--- src/rtl/smrx_pkg.sv ---
package smrx_pkg;

    localparam int unsigned BYTE_W = 8;
    localparam int unsigned WORD_W = BYTE_W + 1;
    localparam int unsigned BITCNT_W = $clog2(WORD_W + 1);

    typedef enum logic [1:0] {
        ST_IDLE = 2'd0,
        ST_LOW  = 2'd1,
        ST_HIGH = 2'd2
    } rx_state_t;

    typedef struct packed {
        logic              b9;
        logic [BYTE_W-1:0] data;
    } rx_entry_t;

endpackage

--- src/rtl/smrx_halftimer.sv ---
module smrx_halftimer #(
    parameter int unsigned DIV_W = 8
) (
    input  logic             clk,
    input  logic             rst_n,
    input  logic             run,
    input  logic [DIV_W-1:0] div,
    output logic             half_end
);
    localparam int unsigned CNT_W = DIV_W + 1;

    logic [CNT_W-1:0] cnt;
    logic [CNT_W-1:0] limit;

    // half period = 2*(div+1) cycles, so the last count is 2*div+1
    always_comb begin
        limit    = {div, 1'b1};
        half_end = run && (cnt == limit);
    end

    always_ff @(posedge clk or negedge rst_n) begin
        if (!rst_n) begin
            cnt <= '0;
        end else if (!run || half_end) begin
            cnt <= '0;
        end else begin
            cnt <= cnt + 1'b1;
        end
    end

endmodule

--- src/rtl/smrx_ctrl.sv ---
module smrx_ctrl
    import smrx_pkg::*;
(
    input  logic      clk,
    input  logic      rst_n,
    input  logic      single_req,
    input  logic      cont_en,
    input  logic      nine_en,
    input  logic      half_end,
    input  logic      sdat,
    output logic      sclk,
    output logic      running,
    output logic      single_en,
    output logic      word_done,
    output rx_entry_t word
);
    rx_state_t state, state_nx;

    logic [BITCNT_W-1:0] bitcnt;
    logic [WORD_W-1:0]   shreg;
    logic [WORD_W-1:0]   assembled;
    logic                any_en;
    logic                last_bit;
    logic                sample;

    always_comb begin
        any_en   = cont_en || single_en;
        last_bit = (bitcnt == (nine_en ? BITCNT_W'(WORD_W - 1) : BITCNT_W'(BYTE_W - 1)));
        sample   = (state == ST_HIGH) && half_end && any_en;
    end

    // state register
    always_ff @(posedge clk or negedge rst_n) begin
        if (!rst_n) begin
            state <= ST_IDLE;
        end else begin
            state <= state_nx;
        end
    end

    // next-state logic
    always_comb begin
        state_nx = state;
        unique case (state)
            ST_IDLE: begin
                if (any_en) state_nx = ST_LOW;
            end
            ST_LOW: begin
                if (!any_en)       state_nx = ST_IDLE;
                else if (half_end) state_nx = ST_HIGH;
            end
            ST_HIGH: begin
                if (!any_en) begin
                    state_nx = ST_IDLE;
                end else if (half_end) begin
                    if (last_bit && !cont_en) state_nx = ST_IDLE;
                    else                      state_nx = ST_LOW;
                end
            end
            default: state_nx = ST_IDLE;
        endcase
    end

    // outputs decoded from the state register
    always_comb begin
        sclk      = 1'b0;
        running   = 1'b0;
        word_done = 1'b0;
        unique case (state)
            ST_IDLE: begin
                sclk    = 1'b0;
                running = 1'b0;
            end
            ST_LOW: begin
                sclk    = 1'b0;
                running = 1'b1;
            end
            ST_HIGH: begin
                sclk      = 1'b1;
                running   = 1'b1;
                word_done = sample && last_bit;
            end
            default: begin
                sclk    = 1'b0;
                running = 1'b0;
            end
        endcase
    end

    // word seen at the final sampling edge, including the bit sampled now
    always_comb begin
        assembled         = (bitcnt == '0) ? '0 : shreg;
        assembled[bitcnt] = sdat;
        word.data         = assembled[BYTE_W-1:0];
        word.b9           = nine_en && assembled[WORD_W-1];
    end

    always_ff @(posedge clk or negedge rst_n) begin
        if (!rst_n) begin
            bitcnt <= '0;
            shreg  <= '0;
        end else if (state == ST_IDLE || !any_en) begin
            bitcnt <= '0;
        end else if (sample) begin
            shreg  <= assembled;
            bitcnt <= last_bit ? '0 : bitcnt + 1'b1;
        end
    end

    // one-shot enable: a request sets it, completion of a word clears it
    always_ff @(posedge clk or negedge rst_n) begin
        if (!rst_n) begin
            single_en <= 1'b0;
        end else if (single_req) begin
            single_en <= 1'b1;
        end else if (word_done) begin
            single_en <= 1'b0;
        end
    end

endmodule

--- src/rtl/smrx_fifo.sv ---
module smrx_fifo #(
    parameter int unsigned DEPTH = 2,
    parameter int unsigned W     = 9
) (
    input  logic         clk,
    input  logic         rst_n,
    input  logic         push,
    input  logic [W-1:0] din,
    input  logic         pop,
    output logic [W-1:0] dout,
    output logic         empty,
    output logic         full
);
    localparam int unsigned PTR_W = (DEPTH > 1) ? $clog2(DEPTH) : 1;
    localparam int unsigned CNT_W = $clog2(DEPTH + 1);

    logic [W-1:0]     mem [DEPTH];
    logic [PTR_W-1:0] rd_ptr, wr_ptr;
    logic [CNT_W-1:0] cnt;
    logic             do_push, do_pop;

    function automatic logic [PTR_W-1:0] ptr_next(input logic [PTR_W-1:0] p);
        return (p == PTR_W'(DEPTH - 1)) ? '0 : p + 1'b1;
    endfunction

    always_comb begin
        empty   = (cnt == '0);
        full    = (cnt == CNT_W'(DEPTH));
        do_push = push && !full;
        do_pop  = pop && !empty;
        dout    = mem[rd_ptr];
    end

    for (genvar g = 0; g < DEPTH; g++) begin : g_slot
        always_ff @(posedge clk or negedge rst_n) begin
            if (!rst_n) begin
                mem[g] <= '0;
            end else if (do_push && wr_ptr == PTR_W'(g)) begin
                mem[g] <= din;
            end
        end
    end

    always_ff @(posedge clk or negedge rst_n) begin
        if (!rst_n) begin
            rd_ptr <= '0;
            wr_ptr <= '0;
            cnt    <= '0;
        end else begin
            if (do_push) wr_ptr <= ptr_next(wr_ptr);
            if (do_pop)  rd_ptr <= ptr_next(rd_ptr);
            cnt <= cnt + CNT_W'(do_push) - CNT_W'(do_pop);
        end
    end

endmodule

--- src/rtl/sync_master_rx.sv ---
module sync_master_rx
    import smrx_pkg::*;
#(
    parameter int unsigned DIV_W      = 8,
    parameter int unsigned FIFO_DEPTH = 2
) (
    input  logic             clk,
    input  logic             rst_n,
    input  logic [DIV_W-1:0] div_i,
    input  logic             nine_en_i,
    input  logic             single_req_i,
    input  logic             cont_en_i,
    output logic             sclk_o,
    input  logic             sdat_i,
    input  logic             pop_i,
    output logic [7:0]       rdata_o,
    output logic             rx9_o,
    output logic             rx_ready_o,
    output logic             ovr_o,
    output logic             single_en_o
);
    logic         half_end;
    logic         running;
    logic         word_done;
    rx_entry_t    word;
    logic [WORD_W-1:0] head;
    logic         q_empty, q_full;
    logic         push;
    logic         cont_q;
    logic         ovr;

    smrx_halftimer #(.DIV_W(DIV_W)) u_timer (
        .clk      (clk),
        .rst_n    (rst_n),
        .run      (running),
        .div      (div_i),
        .half_end (half_end)
    );

    smrx_ctrl u_ctrl (
        .clk        (clk),
        .rst_n      (rst_n),
        .single_req (single_req_i),
        .cont_en    (cont_en_i),
        .nine_en    (nine_en_i),
        .half_end   (half_end),
        .sdat       (sdat_i),
        .sclk       (sclk_o),
        .running    (running),
        .single_en  (single_en_o),
        .word_done  (word_done),
        .word       (word)
    );

    smrx_fifo #(.DEPTH(FIFO_DEPTH), .W(WORD_W)) u_fifo (
        .clk   (clk),
        .rst_n (rst_n),
        .push  (push),
        .din   (word),
        .pop   (pop_i),
        .dout  (head),
        .empty (q_empty),
        .full  (q_full)
    );

    assign push = word_done && !ovr && !q_full;

    // sticky overrun: set by a completed word meeting a full queue,
    // cleared only when the continuous enable goes from 1 to 0
    always_ff @(posedge clk or negedge rst_n) begin
        if (!rst_n) begin
            cont_q <= 1'b0;
            ovr    <= 1'b0;
        end else begin
            cont_q <= cont_en_i;
            if (word_done && !ovr && q_full) begin
                ovr <= 1'b1;
            end else if (cont_q && !cont_en_i) begin
                ovr <= 1'b0;
            end
        end
    end

    always_comb begin
        rx_ready_o = !q_empty;
        ovr_o      = ovr;
        rdata_o    = q_empty ? 8'h00 : head[BYTE_W-1:0];
        rx9_o      = !q_empty && head[WORD_W-1];
    end

endmodule

--- config.mk ---
export PLATFORM = sky130hd
export DESIGN_NAME = sync_master_rx
export DESIGN_NICKNAME = d
export VERILOG_FILES = /design/src/rtl/smrx_pkg.sv /design/src/rtl/smrx_halftimer.sv /design/src/rtl/smrx_ctrl.sv /design/src/rtl/smrx_fifo.sv /design/src/rtl/sync_master_rx.sv
export SDC_FILE = /design/constraint.sdc
export NUM_CORES = 1
export LEC_CHECK = 0
export CAP_MARGIN = 30
export CORE_ASPECT_RATIO = 1.25
export CORE_UTILIZATION = 45
export CTS_CLUSTER_DIAMETER = 60
export CTS_CLUSTER_SIZE = 14
export DETAILED_ROUTE_END_ITERATION = 8
export PLACE_DENSITY = 0.65
export SYNTH_ARGS = -nofsm -noshare
export SYNTH_HDL_FRONTEND = slang
export SYNTH_HIERARCHICAL = 1
export SYNTH_SLANG_ARGS = --single-unit
--- constraint.sdc ---
create_clock -name clk -period 4.9 [get_ports clk]
set_clock_uncertainty 0.15 [all_clocks]
set_input_delay 0.49 -clock clk [delete_from_list [all_inputs] [get_ports clk]]
set_output_delay 0.49 -clock clk [all_outputs]
set_load 0.05 [all_outputs]
[Yosys cells after proc, flatten, opt, wreduce, memory -nomap -nowiden]
Index checks and enable logic that the tools add are counted.
Widths: inputs -> output; s select.
Operators by class
  eq/ne operators: 8
  reductions and logical operators: 34
  $lt $le $gt $ge: 3
  $add $sub $neg: 6
  mux-type cells: 29
  bitwise logic cells: 3
Operators with widths (count)
  $mux 9: 5
  $logic_and 1x1->1: 16
  $mux 4: 4
  $mux 1: 11
  $mux 2: 5
  $add 9x1->9 const B: 1
  $bwmux 9: 1
  $eq 9x9->1: 1
  $mux 8: 1
  $logic_not 1->1: 6
  $ne 3x2->1 const B: 2
  $pmux 2 s3: 1
  $reduce_bool 2->1: 3
  $lt 4x5->1 const B: 1
  $add 4x1->4 const B: 1
  $demux 1 s4: 1
  $eq 2x2->1 const B: 2
  $eq 4x4->1: 1
  $ge 4x1->1 const B: 1
  $logic_not 2->1: 2
  $logic_not 4->1: 1
  $logic_or 1x1->1: 3
  $reduce_and 3->1: 1
  $add 1x1->1 const B: 2
  9 further kinds: 10
Storage, ports and cells
  register bits after elaboration: 49
  word-level logic and storage cells: 95
  output and inout port bits: 13

[Logic depth before layout (Yosys ltp)]
  depth in word-level cells: 13
  depth in mapped cells: 14

[Modules after synthesis]
Netlist, hierarchy kept.
Modules (own cells, without submodules)
  smrx_ctrl: sequential area each 400.4 um^2, times used 1, area each 1154.9 um^2, cells each 116
  smrx_fifo: sequential area each 550.5 um^2, times used 1, area each 1022.2 um^2, cells each 66
  smrx_halftimer: sequential area each 225.2 um^2, times used 1, area each 501.7 um^2, cells each 51
  sync_master_rx: sequential area each 50.0 um^2, times used 1, area each 132.6 um^2, cells each 16

[Worst setup path after synthesis]
No wires, ideal clock.
  path kind: register to register
  start point: reg u_ctrl.state[0]
  end point: reg u_fifo.cnt[1]
  required time: 4627 ps
  stages on the path, launching flop included: 15
  buffers on the path: 0
  clock period less this slack: 2922 ps
  setup slack: 1978 ps
  arrival: 2649 ps
  cell sequence: dfrtp_1 -> inv_1 -> ha_1 -> inv_1 -> nor4_1 -> nand2_1 -> a21o_1 -> nor2_1 -> nor3b_1 -> nand2_1 -> ha_1 -> inv_1 -> ha_1 -> xnor2_1 -> xnor2_1
Between the ends
  word-level cells in the longest chain between the ends: 13
  elaborated cells between the ends (all ways): 14
  those cells by class: add/sub (2); eq/ne (2); mux (2); reduce/logical (8)
Ends and longest elaborated chain
  start, declared: line smrx_ctrl.sv:17  | rx_state_t state, state_nx;
  start signal, assigned: line smrx_ctrl.sv:37  | state <= state_nx;
  $eq 2x1->1 / $eq 2x2->1 (equally long branches): line smrx_ctrl.sv:69  | unique case (state)
  $reduce_or 2->1 (no line) (*)
  $mux 1 (*): line smrx_ctrl.sv:69
  named net running: line sync_master_rx.sv:23  | logic running;
  $logic_and 1x1->1 (*): line smrx_halftimer.sv:18  | half_end = run && (cnt == limit);
  named net half_end: line sync_master_rx.sv:22  | logic half_end;
  $logic_and 1x1->1 (*) (2 in a row): line smrx_ctrl.sv:29  | sample = (state == ST_HIGH) && half_end && any_en;
  $logic_and 1x1->1 (*): line smrx_ctrl.sv:81  | word_done = sample && last_bit;
  $mux 1 (*): line smrx_ctrl.sv:69
  named net word_done: line sync_master_rx.sv:24  | logic word_done;
  $logic_and 1x1->1 (*) (2 in a row): line sync_master_rx.sv:66  | assign push = word_done && !ovr && !q_full;
  named net push: line sync_master_rx.sv:28  | logic push;
  $logic_and 1x1->1 (*): line smrx_fifo.sv:29  | do_push = push && !full;
  $add 2x1->2 (*): line smrx_fifo.sv:52  | cnt <= cnt + CNT_W'(do_push) - CNT_W'(do_pop);
  $sub 2x1->2 (*): line smrx_fifo.sv:52
  end signal, assigned: line smrx_fifo.sv:52
  end, declared: line smrx_fifo.sv:19  | logic [CNT_W-1:0] cnt;
The timed path passes the listed nets; every way through them passes the cells marked *.
A chain may end at the register's enable or synchronous reset.

[Final worst setup path]
  start point: in div_i[6]
  end point: reg u_fifo/mem[15] (netlist bit)
Between the ends
  word-level cells in the longest chain between the ends: 10
Ends and longest elaborated chain
  start, declared: line sync_master_rx.sv:9  | input logic [DIV_W-1:0] div_i,
  $eq 9x9->1: line smrx_halftimer.sv:18
  $logic_and 1x1->1: line smrx_halftimer.sv:18
  named net half_end: line sync_master_rx.sv:22
  $logic_and 1x1->1 (2 in a row): line smrx_ctrl.sv:29
  $logic_and 1x1->1: line smrx_ctrl.sv:81
  $mux 1: line smrx_ctrl.sv:69
  named net word_done: line sync_master_rx.sv:24
  $logic_and 1x1->1 (2 in a row): line sync_master_rx.sv:66
  named net push: line sync_master_rx.sv:28
  $logic_and 1x1->1: line smrx_fifo.sv:29
  $logic_and 1x1->1: line smrx_fifo.sv:38  | end else if (do_push && wr_ptr == PTR_W'(g)) begin
  end signal, assigned by index: line smrx_fifo.sv:39  | mem[g] <= din;
  end, declared: line smrx_fifo.sv:17  | logic [W-1:0] mem [DEPTH];
The timed path passes the listed nets, and every way through them passes these cells.

==> impl_metrics.ini <==
[status]
status = complete, no violations

[cts]
clockRootBuffer = clkbuf_8
clock_latency_ns = 0.30
clock-sinks = 49
htreeDepth = 2
cts_buffers = 5
clock_path_buffers = 2
cts_tree = built
cts_resized = 0
path_clk_slew_ns = 0.09
cts_setup_buffers = 0
cts_hold_buf = 0

[critical_path]
max_stage_delay_ns = 0.67
start_kind = input pin
r2r_slack_ns = 1.47
cp.required_ns = 4.94
path_cells = clkdlybuf4s50_1 > xnor2_1 > nand4_1 > nor4_1 > nand2_1 > a21o_1 > nor2_1 > nor3b_1 > nor3b_2 > mux2_2
crit_slowest_cell = nor3b_2
timing.rr.end = u_fifo/mem[15]$_DFFE_PN0P_
cp_max_fo = 9
endpoint_kind = flip-flop
rr_worst_depth = 10
crit-reg2reg-launch = u_ctrl/state[0]$_DFFE_PN0P_
arrival_ns = 3.56
critical_path_class = in2reg

[global_route]
grt_max_degree = 50
antenna_found_initial = 0
grt_first_pass_wirelength_mm = 8.20
grt_pass1_vias = 1722
overflow = 0
grtUsageTotal_pct = 16.0

[floorplan]
start_util_pct = 47.7
io_pins = 28
dieHeight_um = 90.4
rows = 31
die_area_um2 = 6570
die_x_um = 72.7
core_um2 = 5900

[route]
dr.pass1.iters = 4
finalWirelength_mm = 4.73
ant_nets = 0
viasPerCell = 5.15
routed-via-count = 1807
avgRoutedWirePerCell_um = 13.5
dr.first_iter.drc_count = 77
drc = 0

[timing]
finalCriticalPeriod_ns = 3.52
max_slew_margin_pct = 41.1
fmax_mhz = 284
worst_hold_slack_ns = 0.127
hold_viol_final = 0
maxSlewViolCount = 0
setup_viol = 0
fin_crit_sh_pct = 71.8
tns_ns = 0
rsz0062_at_grt = no
worstMarginPinSlew_ns = 0.879

[finish]
final_util_pct = 53.6
drive_gt1_share_pct = 20.4
area_delta_synth_final_pct = 12.3
finalNetCount = 294
fin_area_um2 = 3160
n_antenna_cell = 0

[yosys]
netlist_instances = 249
netlist_area_um2 = 2810
async_flop_share_pct = 100
ys_types = 46
yosysWarnings = 6
syn-num-nets = 275
ys_ff_latch = 49
syn_avg_cell_area_um2 = 11.3
ys_seq_area_share_pct = 43.6
synth_ff_type = dfrtp_1
synth_edf_count = 0

[placed_design]
hpwl_mm = 3.37
numPortBuffers = 27
place_area_um2 = 3070
gp_congestion = 0.794

[power_and_ir_drop]
power_frac_clock_pct = 24.3
combPwrFrac_pct = 26.8
peakVddDrop_uv = 281
p_leak_nw = 1.38
power_density_nw_per_um2 = 309
p_int_mw = 0.644
seq_power_share_pct = 48.8
p_sw_share_pct = 34.0
total_power_mw = 0.977
switching_power_mw = 0.333

[min_path]
hp-class = in2async

[flow_run]
drv_cap = 0
[cell usage after synthesis, types with 3 or more instances]
library cell	number	area, µm²
dfrtp_1	49	1230
nor2b_1	11	68.8
mux2_4	9	135
nor2_1	15	56.3
inv_1	15	56.3
o21ai_0	8	40.0
ha_1	11	138
buf_4	10	75.1
o31ai_1	3	22.5
nand3_1	5	25.0
a22o_1	4	35.0
nand4_1	3	18.8
buf_2	3	15.0
xor2_1	4	35.0
a32o_1	6	60.1
nand2_1	12	45.0
mux2_2	26	293
o211ai_1	3	22.5
xnor2_1	16	140
[per-stage QoR]
step                      instances  worst slack (ns)
after floorplan                 249              1.98
after global placement          343              1.18
after detailed placement        343              1.06
after CTS                       351              1.36
after global routing            351              1.16
final                           351              1.38
[sequential cells by signal, summed over array words and instances (netlist names)]
register,cells
u_fifo/wr_ptr,1
u_fifo/cnt,2
u_ctrl/shreg,9
u_fifo/mem,18
u_ctrl/single_en,1
ovr_o,1
cont_q,1
u_fifo/rd_ptr,1
u_ctrl/state,2
u_timer/cnt,9
u_ctrl/bitcnt,4
[how the worst max path moves through the flow]
| stage | slack (ns) | cells after the start | start | endpoint |
|---|---|---|---|---|
| 3_3_place_gp | 1.18 | 10 | div_i[5] | u_fifo/mem[15]$_DFFE_PN0P_ |
| 3_5_place_dp | 1.06 | 10 | div_i[6] | u_fifo/mem[15]$_DFFE_PN0P_ |
| 2_1_floorplan | 1.98 | 14 | u_ctrl/state[0]$_DFFE_PN0P_ | u_fifo/cnt[1]$_DFF_PN0_ |
| 5_1_grt | 1.16 | 10 | div_i[6] | u_fifo/mem[15]$_DFFE_PN0P_ |
| 6_report | 1.38 | 10 | div_i[6] | u_fifo/mem[15]$_DFFE_PN0P_ |
| 4_1_cts | 1.36 | 10 | div_i[6] | u_fifo/mem[15]$_DFFE_PN0P_ |
[layout by cell type (no fill, tap or decap), types with 2 or more instances in the layout]
master and n:
nand4_1 3, nand3_1 5, clkdlybuf4s50_1 26, a21oi_1 2
clkinvlp_4 2, mux2_2 26, nor2_1 15, a22o_1 4
o31ai_1 3, clkbuf_8 5, o21ai_0 8, nor3b_1 2
nand2_1 12, dfrtp_1 49, mux2_4 9, o211ai_1 3
nor3_1 2, nand3_2 2, xor2_1 4, a21o_1 2
inv_1 15, a32o_1 6, nor2b_1 11, o41ai_1 2
nor3_2 2, nor2_2 2, ha_1 11, xnor2_1 16
[layout make-up]
type / instances / area, µm²
fill: 559 / 2740
multi-input combinational: 169 / 1410
sequential: 49 / 1230
timing repair buffer: 28 / 273
tap: 82 / 103
clock buffer: 6 / 72.6
inverter: 15 / 56.3
clock inverter: 2 / 15.0
[critical path, delay by kind of cell]
family	cells	cell delay [ns]
AND/OR/NAND/NOR	6	1.86
XOR/XNOR	1	0.13
AO/OA/AOI/OAI	1	0.19
multiplexers	1	0.41
buffers and inverters	1	0.47
[layer usage]
layer	share of wire [%]	track usage, %	up-vias
li1	-	-	906
met1	49	22.3	869
met2	47	25.2	30
met3	2.7	3.01	2
met4	0.72	4.41	0
met5	0	0	-
[power by group through the flow]
| stage | clock, mW | combinational, mW | sequential [mW] |
|---|---|---|---|
| final | 0.238 | 0.262 | 0.477 |
| after global routing | 0.265 | 0.292 | 0.484 |
| after CTS | 0.248 | 0.268 | 0.479 |
| after detailed placement | 0 | 0.266 | 0.487 |
| after global placement | 0 | 0.268 | 0.485 |
| after floorplan | 0 | 0.214 | 0.464 |
[cells by family (layout without fill, tap and decap cells)]
| family | Yosys count | in the layout | synth area share, % |
|---|---|---|---|
| DFF | 49 | 49 | 43.6 |
| adders and majority gates | 11 | 11 | 4.90 |
| xor gates and xnor gates | 20 | 20 | 6.23 |
| buffers and inverters | 31 | 51 | 6.14 |
| AOI/OAI and AO/OA | 35 | 35 | 9.75 |
| muxes | 37 | 37 | 16.0 |
| and+or+nand+nor | 66 | 66 | 13.4 |
Note: power is estimated with default switching activity, not from simulation.
